--- config.mk ---
export PLATFORM = sky130hd
export DESIGN_NAME = uart_os_rx
export DESIGN_NICKNAME = d
export VERILOG_FILES = /design/src/rtl/uart_os_rx.sv
export SDC_FILE = /design/constraint.sdc
export NUM_CORES = 1
export LEC_CHECK = 0
export ABC_AREA = 1
export CORE_MARGIN = 2
export CORE_UTILIZATION = 57
export DETAILED_ROUTE_END_ITERATION = 12
export PLACE_DENSITY = 0.77
export SLEW_MARGIN = 0
export SYNTH_ARGS = -nofsm -noshare
export SYNTH_HDL_FRONTEND = slang
export SYNTH_SLANG_ARGS = --single-unit
--- constraint.sdc ---
create_clock -name clk -period 2.25 [get_ports clk]
set_clock_uncertainty 0.05 [all_clocks]
set_input_delay 0.225 -clock clk [delete_from_list [all_inputs] [get_ports clk]]
set_output_delay 0.225 -clock clk [all_outputs]
set_load 0.01 [all_outputs]
--- src/rtl/uart_os_rx.sv ---
module uart_os_rx #(
  parameter int OVERSAMPLE = 16,
  parameter int DW = 8
) (
  input  logic          clk,
  input  logic          rst_n,
  input  logic          tick,
  input  logic          rx,
  input  logic          cfg_data7,
  input  logic          cfg_par_en,
  input  logic          cfg_par_odd,
  input  logic [1:0]    cfg_stop,
  input  logic          irq_ack,
  output logic [DW-1:0] data_out,
  output logic          data_valid,
  output logic          parity_err,
  output logic          frame_err,
  output logic          irq
);
  localparam int CW   = $clog2(OVERSAMPLE);
  localparam int GW   = CW + 1;
  localparam int BW   = $clog2(DW + 4);
  localparam int IW   = $clog2(DW);
  localparam int HALF = OVERSAMPLE / 2;

  typedef enum logic [1:0] {S_IDLE = 2'd0, S_RECV = 2'd1, S_GUARD = 2'd2} st_t;

  st_t            state;
  logic [1:0]     sync;
  logic           prev;
  logic [CW-1:0]  cnt;
  logic [GW-1:0]  gcnt;
  logic [BW-1:0]  bitn;
  logic [DW-1:0]  dbuf;
  logic           pbit;

  wire line = sync[1];
  wire fall = prev & ~line;
  wire mid  = tick && (cnt == CW'(HALF - 1));

  wire [BW-1:0] nd       = cfg_data7 ? BW'(DW - 1) : BW'(DW);
  wire [BW-1:0] stop_idx = nd + BW'(1) + BW'(cfg_par_en);
  wire [GW-1:0] glen     = (cfg_stop == 2'b00) ? GW'(0) :
                           (cfg_stop == 2'b01) ? GW'(HALF) : GW'(OVERSAMPLE);

  wire in_recv  = (state == S_RECV);
  wire glitch   = in_recv && mid && (bitn == '0) && line;
  wire deliver  = in_recv && mid && (bitn != '0) && (bitn == stop_idx);
  wire take_dat = in_recv && mid && (bitn != '0) && (bitn <= nd);
  wire take_par = in_recv && mid && (bitn > nd) && (bitn != stop_idx);
  wire perr     = cfg_par_en & (^dbuf ^ pbit ^ cfg_par_odd);
  wire [IW-1:0] widx = IW'(bitn - BW'(1));

  always_ff @(posedge clk or negedge rst_n) begin
    if (!rst_n) begin
      sync <= 2'b11;
      prev <= 1'b1;
    end else begin
      sync <= {sync[0], rx};
      prev <= line;
    end
  end

  always_ff @(posedge clk or negedge rst_n) begin
    if (!rst_n) begin
      state <= S_IDLE;
      cnt   <= '0;
      gcnt  <= '0;
      bitn  <= '0;
      dbuf  <= '0;
      pbit  <= 1'b0;
    end else begin
      case (state)
        S_IDLE: if (fall) begin
          state <= S_RECV;
          cnt   <= '0;
          bitn  <= '0;
          dbuf  <= '0;
        end
        S_RECV: if (tick) begin
          if (cnt == CW'(OVERSAMPLE - 1)) begin
            cnt  <= '0;
            bitn <= bitn + BW'(1);
          end else begin
            cnt <= cnt + CW'(1);
          end
          if (glitch) state <= S_IDLE;
          if (take_dat) dbuf[widx] <= line;
          if (take_par) pbit <= line;
          if (deliver) begin
            gcnt  <= '0;
            state <= (glen == '0) ? S_IDLE : S_GUARD;
          end
        end
        S_GUARD: if (tick) begin
          gcnt <= gcnt + GW'(1);
          if (gcnt == glen - GW'(1)) state <= S_IDLE;
        end
        default: state <= S_IDLE;
      endcase
    end
  end

  always_ff @(posedge clk or negedge rst_n) begin
    if (!rst_n) begin
      data_out   <= '0;
      data_valid <= 1'b0;
      parity_err <= 1'b0;
      frame_err  <= 1'b0;
      irq        <= 1'b0;
    end else begin
      data_valid <= deliver;
      irq        <= (irq & ~irq_ack) | deliver;
      if (deliver) begin
        data_out   <= dbuf;
        parity_err <= perr;
        frame_err  <= ~line;
      end
    end
  end
endmodule

# Word level (Yosys, flattened, before mapping)
# Index checks and enable logic that the tools add are counted.
[totals] ramBits=0 mem_count=0 latchBits=0 reg_bits=39 wordCells=101 mem_bits_ro=0 out_inout_bits=12 inputBits=10
[op_classes] n_div=0 bitwise=8 addsub=7 shift=0 n_eq_ne=16 multipliers=0 mux=29 n_lt_le_gt_ge=4 reduce_logical=24
[ops] operator="5-bit two-way mux" n=5
[ops] operator="4-bit two-way mux" n=6
[ops] operator="8-bit two-way mux" n=3
[ops] operator="4-bit one-hot mux with 2 select lines" n=2
[ops] operator="8-bit one-hot mux with 2 select lines" n=1
[ops] operator="2-bit two-way mux" n=7
[ops] operator="4-bit by 1-bit adder with 4-bit output (second input constant)" n=3
[ops] operator="4-bit AND reduction" n=3
[ops] operator="1-bit logical AND" n=10
[ops] operator="5-bit one-hot mux with 2 select lines" n=1
[ops] operator="8-bit bitwise mux" n=1
[ops] operator="2-bit inequality test (second input constant)" n=4
[ops] operator="8-bit XOR reduction" n=1
[ops] operator="2-bit by 1-bit inequality test with 1-bit output (second input constant)" n=3
[ops] operator="2-bit one-hot mux with 3 select lines" n=1
[ops] operator="3-bit AND reduction" n=2
[ops] operator="5-bit by 1-bit adder with 5-bit output (second input constant)" n=1
[ops] operator="5-bit == test" n=1
[ops] operator="5-bit logical NOT" n=1
[ops] operator="5-bit AND reduction" n=1
[ops] operator="5-bit by 1-bit subtractor with 5-bit output (second input constant)" n=1
[ops] operator="4-bit by 1-bit adder with 4-bit output" n=1
[ops] operator="2-bit by 1-bit == test with 1-bit output (second input constant)" n=2
[ops] operator="4-bit by 3-bit == test with 1-bit output (second input constant)" n=1
[ops] operator="20 further kinds" n=26

# Logic depth before layout (Yosys ltp)
[logic_depth] word_depth=9 depth_mapped=15 ltp_nobuf=13

# Worst setup path before layout
# OpenSTA, ideal clock, no wires.
[synth_path] path_type="reg-to-reg" from="reg bitn[0]" to="reg data_out[0]" period_less_slack_ns=1.654 stages_incl_launch_ff=11 setup_ns=0.074 path_slack_ns=0.596 n_path_buf=2 t_required_ns=2.126 arrival_time_ns=1.530 cell_sequence="dfrtp_1 > buf_4 > inv_2 > ha_1 > nand2_1 > nor2_1 > nor2_2 > nand2_2 > buf_2 > nand2_1 > o21ai_2"
[synth_between] elab_chain_len=3 elab_cells_between_ends=4 classes_between="eq/ne: 1; reduce/logical: 3"
[synth_rtl] element="start, declared" line="33" text="logic [BW-1:0] bitn;"
[synth_rtl] element="start signal, assigned" line="83" text="bitn <= bitn + BW'(1);"
[synth_rtl] element="4-bit nonzero test" line="48" text="wire deliver = in_recv && mid && (bitn != '0) && (bitn == stop_idx);"
[synth_rtl] element="1-bit logical AND" line="48"
[synth_rtl] element="1-bit logical AND *" line="48"
[synth_rtl] element="end signal, assigned" line="115" text="data_out <= dbuf;"
[synth_rtl] element="end, declared" line="14" text="output logic [DW-1:0] data_out,"
# Every way passes the cells marked *; elsewhere a longest branch is shown, timed or not.
# A chain may end at the register's enable or synchronous reset.

# Worst setup path after layout
[layout_path] from="in cfg_data7" to="reg data_out[1]"
[layout_between] elab_chain_len=5
[layout_rtl] element="start, declared" line="9" text="input logic cfg_data7,"
[layout_rtl] element="4-bit two-way mux" line="41" text="wire [BW-1:0] nd = cfg_data7 ? BW'(DW - 1) : BW'(DW);"
[layout_rtl] element="4-bit by 1-bit adder with 4-bit output (2 in a row)" line="42" text="wire [BW-1:0] stop_idx = nd + BW'(1) + BW'(cfg_par_en);"
[layout_rtl] element="4-bit == test" line="48"
[layout_rtl] element="1-bit logical AND" line="48"
# No other way between the ends.

==> reports/metrics.cfg <==
[flow_run]
drv_cap=0

[floorplan]
core_sq_um=3740
ios=22
die_h_um=67.1
design.die.area_sq_um=4500
initial_core_util_pct=60.5
placementRows=22
die_w_um=67.1

[drt]
vias=1947
avgRoutedWirePerCell_um=11.7
via_per_inst=5.21
dr.pass1.iters=5
ant_nets=0
drt_iter0_markers=129
routed_wl_um=4390
route.detailed.drc=0

[finish]
layout_common_cells=nand2_1 (103), dfrtp_1 (36), inv_1 (32)
stdcell_count=374
nNetsFinal=344
drive_above_1_share_pct=10.7
diodes=0
area_growth_syn_to_layout_pct=16.6
multiInputGateArea_sq_um=1110
fillers=319
regArea_sq_um=980
final_common_cell=nand2_1

[timing]
layout_min_cycle_time_ns=1.94
setup_viol=0
tightest_slew_ns=0.869
slew_viol_final=0
slew_headroom_pct=42.0
finalCritPeriodShare_pct=86.4
whs_ns=-0.0109
rsz0062_at_grt=false
fmax_mhz=514
hold_violations=27
final.setup.tns_ns=0

[clock_tree]
cts_hold_buf=0
root_buffer=clkbuf_8
worst_skew_pair.late_latency_ns=0.29
cts_tree=yes
ctsResizeCount=0
h-tree-depth=2
post_cts_buffers=0
clk_pin_slew_worst_paths_ns=0.08
clockBufferDepth=2
cts_sinks=39
cts_made_buffers=5

[global_routing]
global_route.usage.met2_pct=38.6
antenna_found_initial=0
grt_use_total_pct=23.2
grt_first_pass_wirelength_um=7800
grt_most_used_layer=met2
gr-usage-met1_pct=29.4
overflow=0
grt_max_degree=40
grtUsageMet3_pct=5.74
grt_pass1_vias=1785

[setup_path]
cp-end-kind=flop
setup.worst_path.start_class=input pin
worstPathRequired_ns=2.39
path_class=input pin to flop
reg2regPathDepth=9
cp.arrival_ns=2.09
timing.rr.end=data_out[4]
r2r_start=bitn[0]
cp_max_fo=13
r2r_slack_ns=0.50

[synth]
synth-edff-count=0
synth_top_family_by_area=simple AND/OR/NAND/NOR gates
synth_cell_types=28
async_flop_share_pct=100
ys_dominant_reg_cell=dfrtp_1
yosysWarnings=0
avgSynthCellArea_sq_um=7.60
synthXorXnorAreaFrac_pct=3.87
synth.cell_area_sq_um=2270
synth_seq_cells=39
ys_seq_area_share_pct=43.2
syn_inst=298
yosys.area_share.simple_pct=32.6
yosys-mux-area-fraction_pct=0.442
synthAdderAreaFrac_pct=4.97
synth_compound_area_share_pct=7.01
synth_nets=317

[hold_path]
hp-class=input pin to async pin

[placement]
port-buffer-count=21
hpwlAfterDp_um=3150
placed_cells=366
gp_congestion=0.817

[pwr]
p_leak_nw=1.39
power_mw=2.70
power_density_nw_per_um2=1020
vdd_ir_drop_max_mv=0.633

[run_status]
status=finished, violations left
violations=hold timing

## power breakdown
part,total [mW],switching (mW),internal (mW)
combinational,1.12,0.718,0.406
clock,0.585,0.255,0.330
sequential,0.992,0.148,0.844
## through the flow
step | cell area, sq um | hold slack [ns] | setup slack (ns) | util, %
final | 2640 | -0.0109 | 0.306 | 70.6
after global routing | 2640 | 0.0651 | 0.193 | 70.6
after CTS | 2640 | 0.00762 | 0.295 | 70.6
after detailed placement | 2530 | 0.306 | -0.0280 | 67.6
after global placement | 2530 | 0.297 | 0.0610 | 67.6
after floorplan | 2270 | -0.121 | 0.596 | -
## cell families after synthesis
kind of cell | Yosys count
AO/OA/AOI/OAI | 28
XOR/XNOR | 10
adder cells (fa/ha/maj) | 9
buffers and inverters | 42
flip-flops | 39
multiplexers | 1
AND/OR/NAND/NOR | 169
## cells in the mapped netlist, types with 2 or more instances
cell,instances,area share (%)
a21oi_1,5,1.1
buf_2,4,0.88
buf_4,2,0.66
dfrtp_1,36,40
dfstp_2,3,3.5
ha_1,9,5.0
inv_1,32,5.3
inv_2,3,0.50
nand2_1,103,17
nand2_2,3,0.83
nand3_1,25,5.5
nand3_2,3,1.3
nand4_1,8,2.2
nor2_1,19,3.1
nor2_2,2,0.55
nor3_1,3,0.66
o21ai_0,12,2.7
o21ai_1,5,1.1
o21ai_2,4,1.5
xnor2_1,2,0.77
xor2_1,8,3.1
## routing by layer
metal  part of all wire (%)  up-vias  wire length (um)
li1                       -     1002                 -
met1                     46      891              2010
met2                     48       47              2120
met3                    4.3        7               190
met4                    1.4        0                61
met5                      0        -                 0
## area by class of cell
class | count | area share [%]
Clock buffer | 5 | 2.60
Clock inverter | 3 | 1.66
Inverter | 35 | 4.97
Multi-Input combinational cell | 217 | 42.0
Sequential cell | 39 | 37.1
Tap cell | 48 | 2.27
Timing Repair Buffer | 27 | 9.47
## how the worst max path moves through the flow
stage               startpoint           to  slack [ns]  cells after the start
finish               cfg_data7  data_out[1]        0.31                     10
global route         cfg_data7  data_out[4]        0.19                     10
CTS                  cfg_data7  data_out[1]        0.30                     10
detailed placement   cfg_data7  data_out[1]       -0.03                     10
global placement     cfg_data7  data_out[0]        0.06                     10
floorplan              bitn[0]  data_out[0]        0.60                     10
## flip-flops by register name, indices dropped and copies added, names as in the netlist
signal / count
data_out: 8
dbuf: 8
gcnt: 5
bitn: 4
cnt: 4
state: 2
sync: 2
data_valid: 1
frame_err: 1
irq: 1
parity_err: 1
pbit: 1
prev: 1
## critical path, stage by stage
cell	delay (ns)
clkdlybuf4s50_1	0.48
inv_1	0.08
ha_1	0.31
nand2_1	0.07
nand2_1	0.05
nor3_1	0.28
nand2_2	0.22
buf_4	0.24
nand2_1	0.09
o21ai_2	0.05
Power figures use the tool's default switching activity.
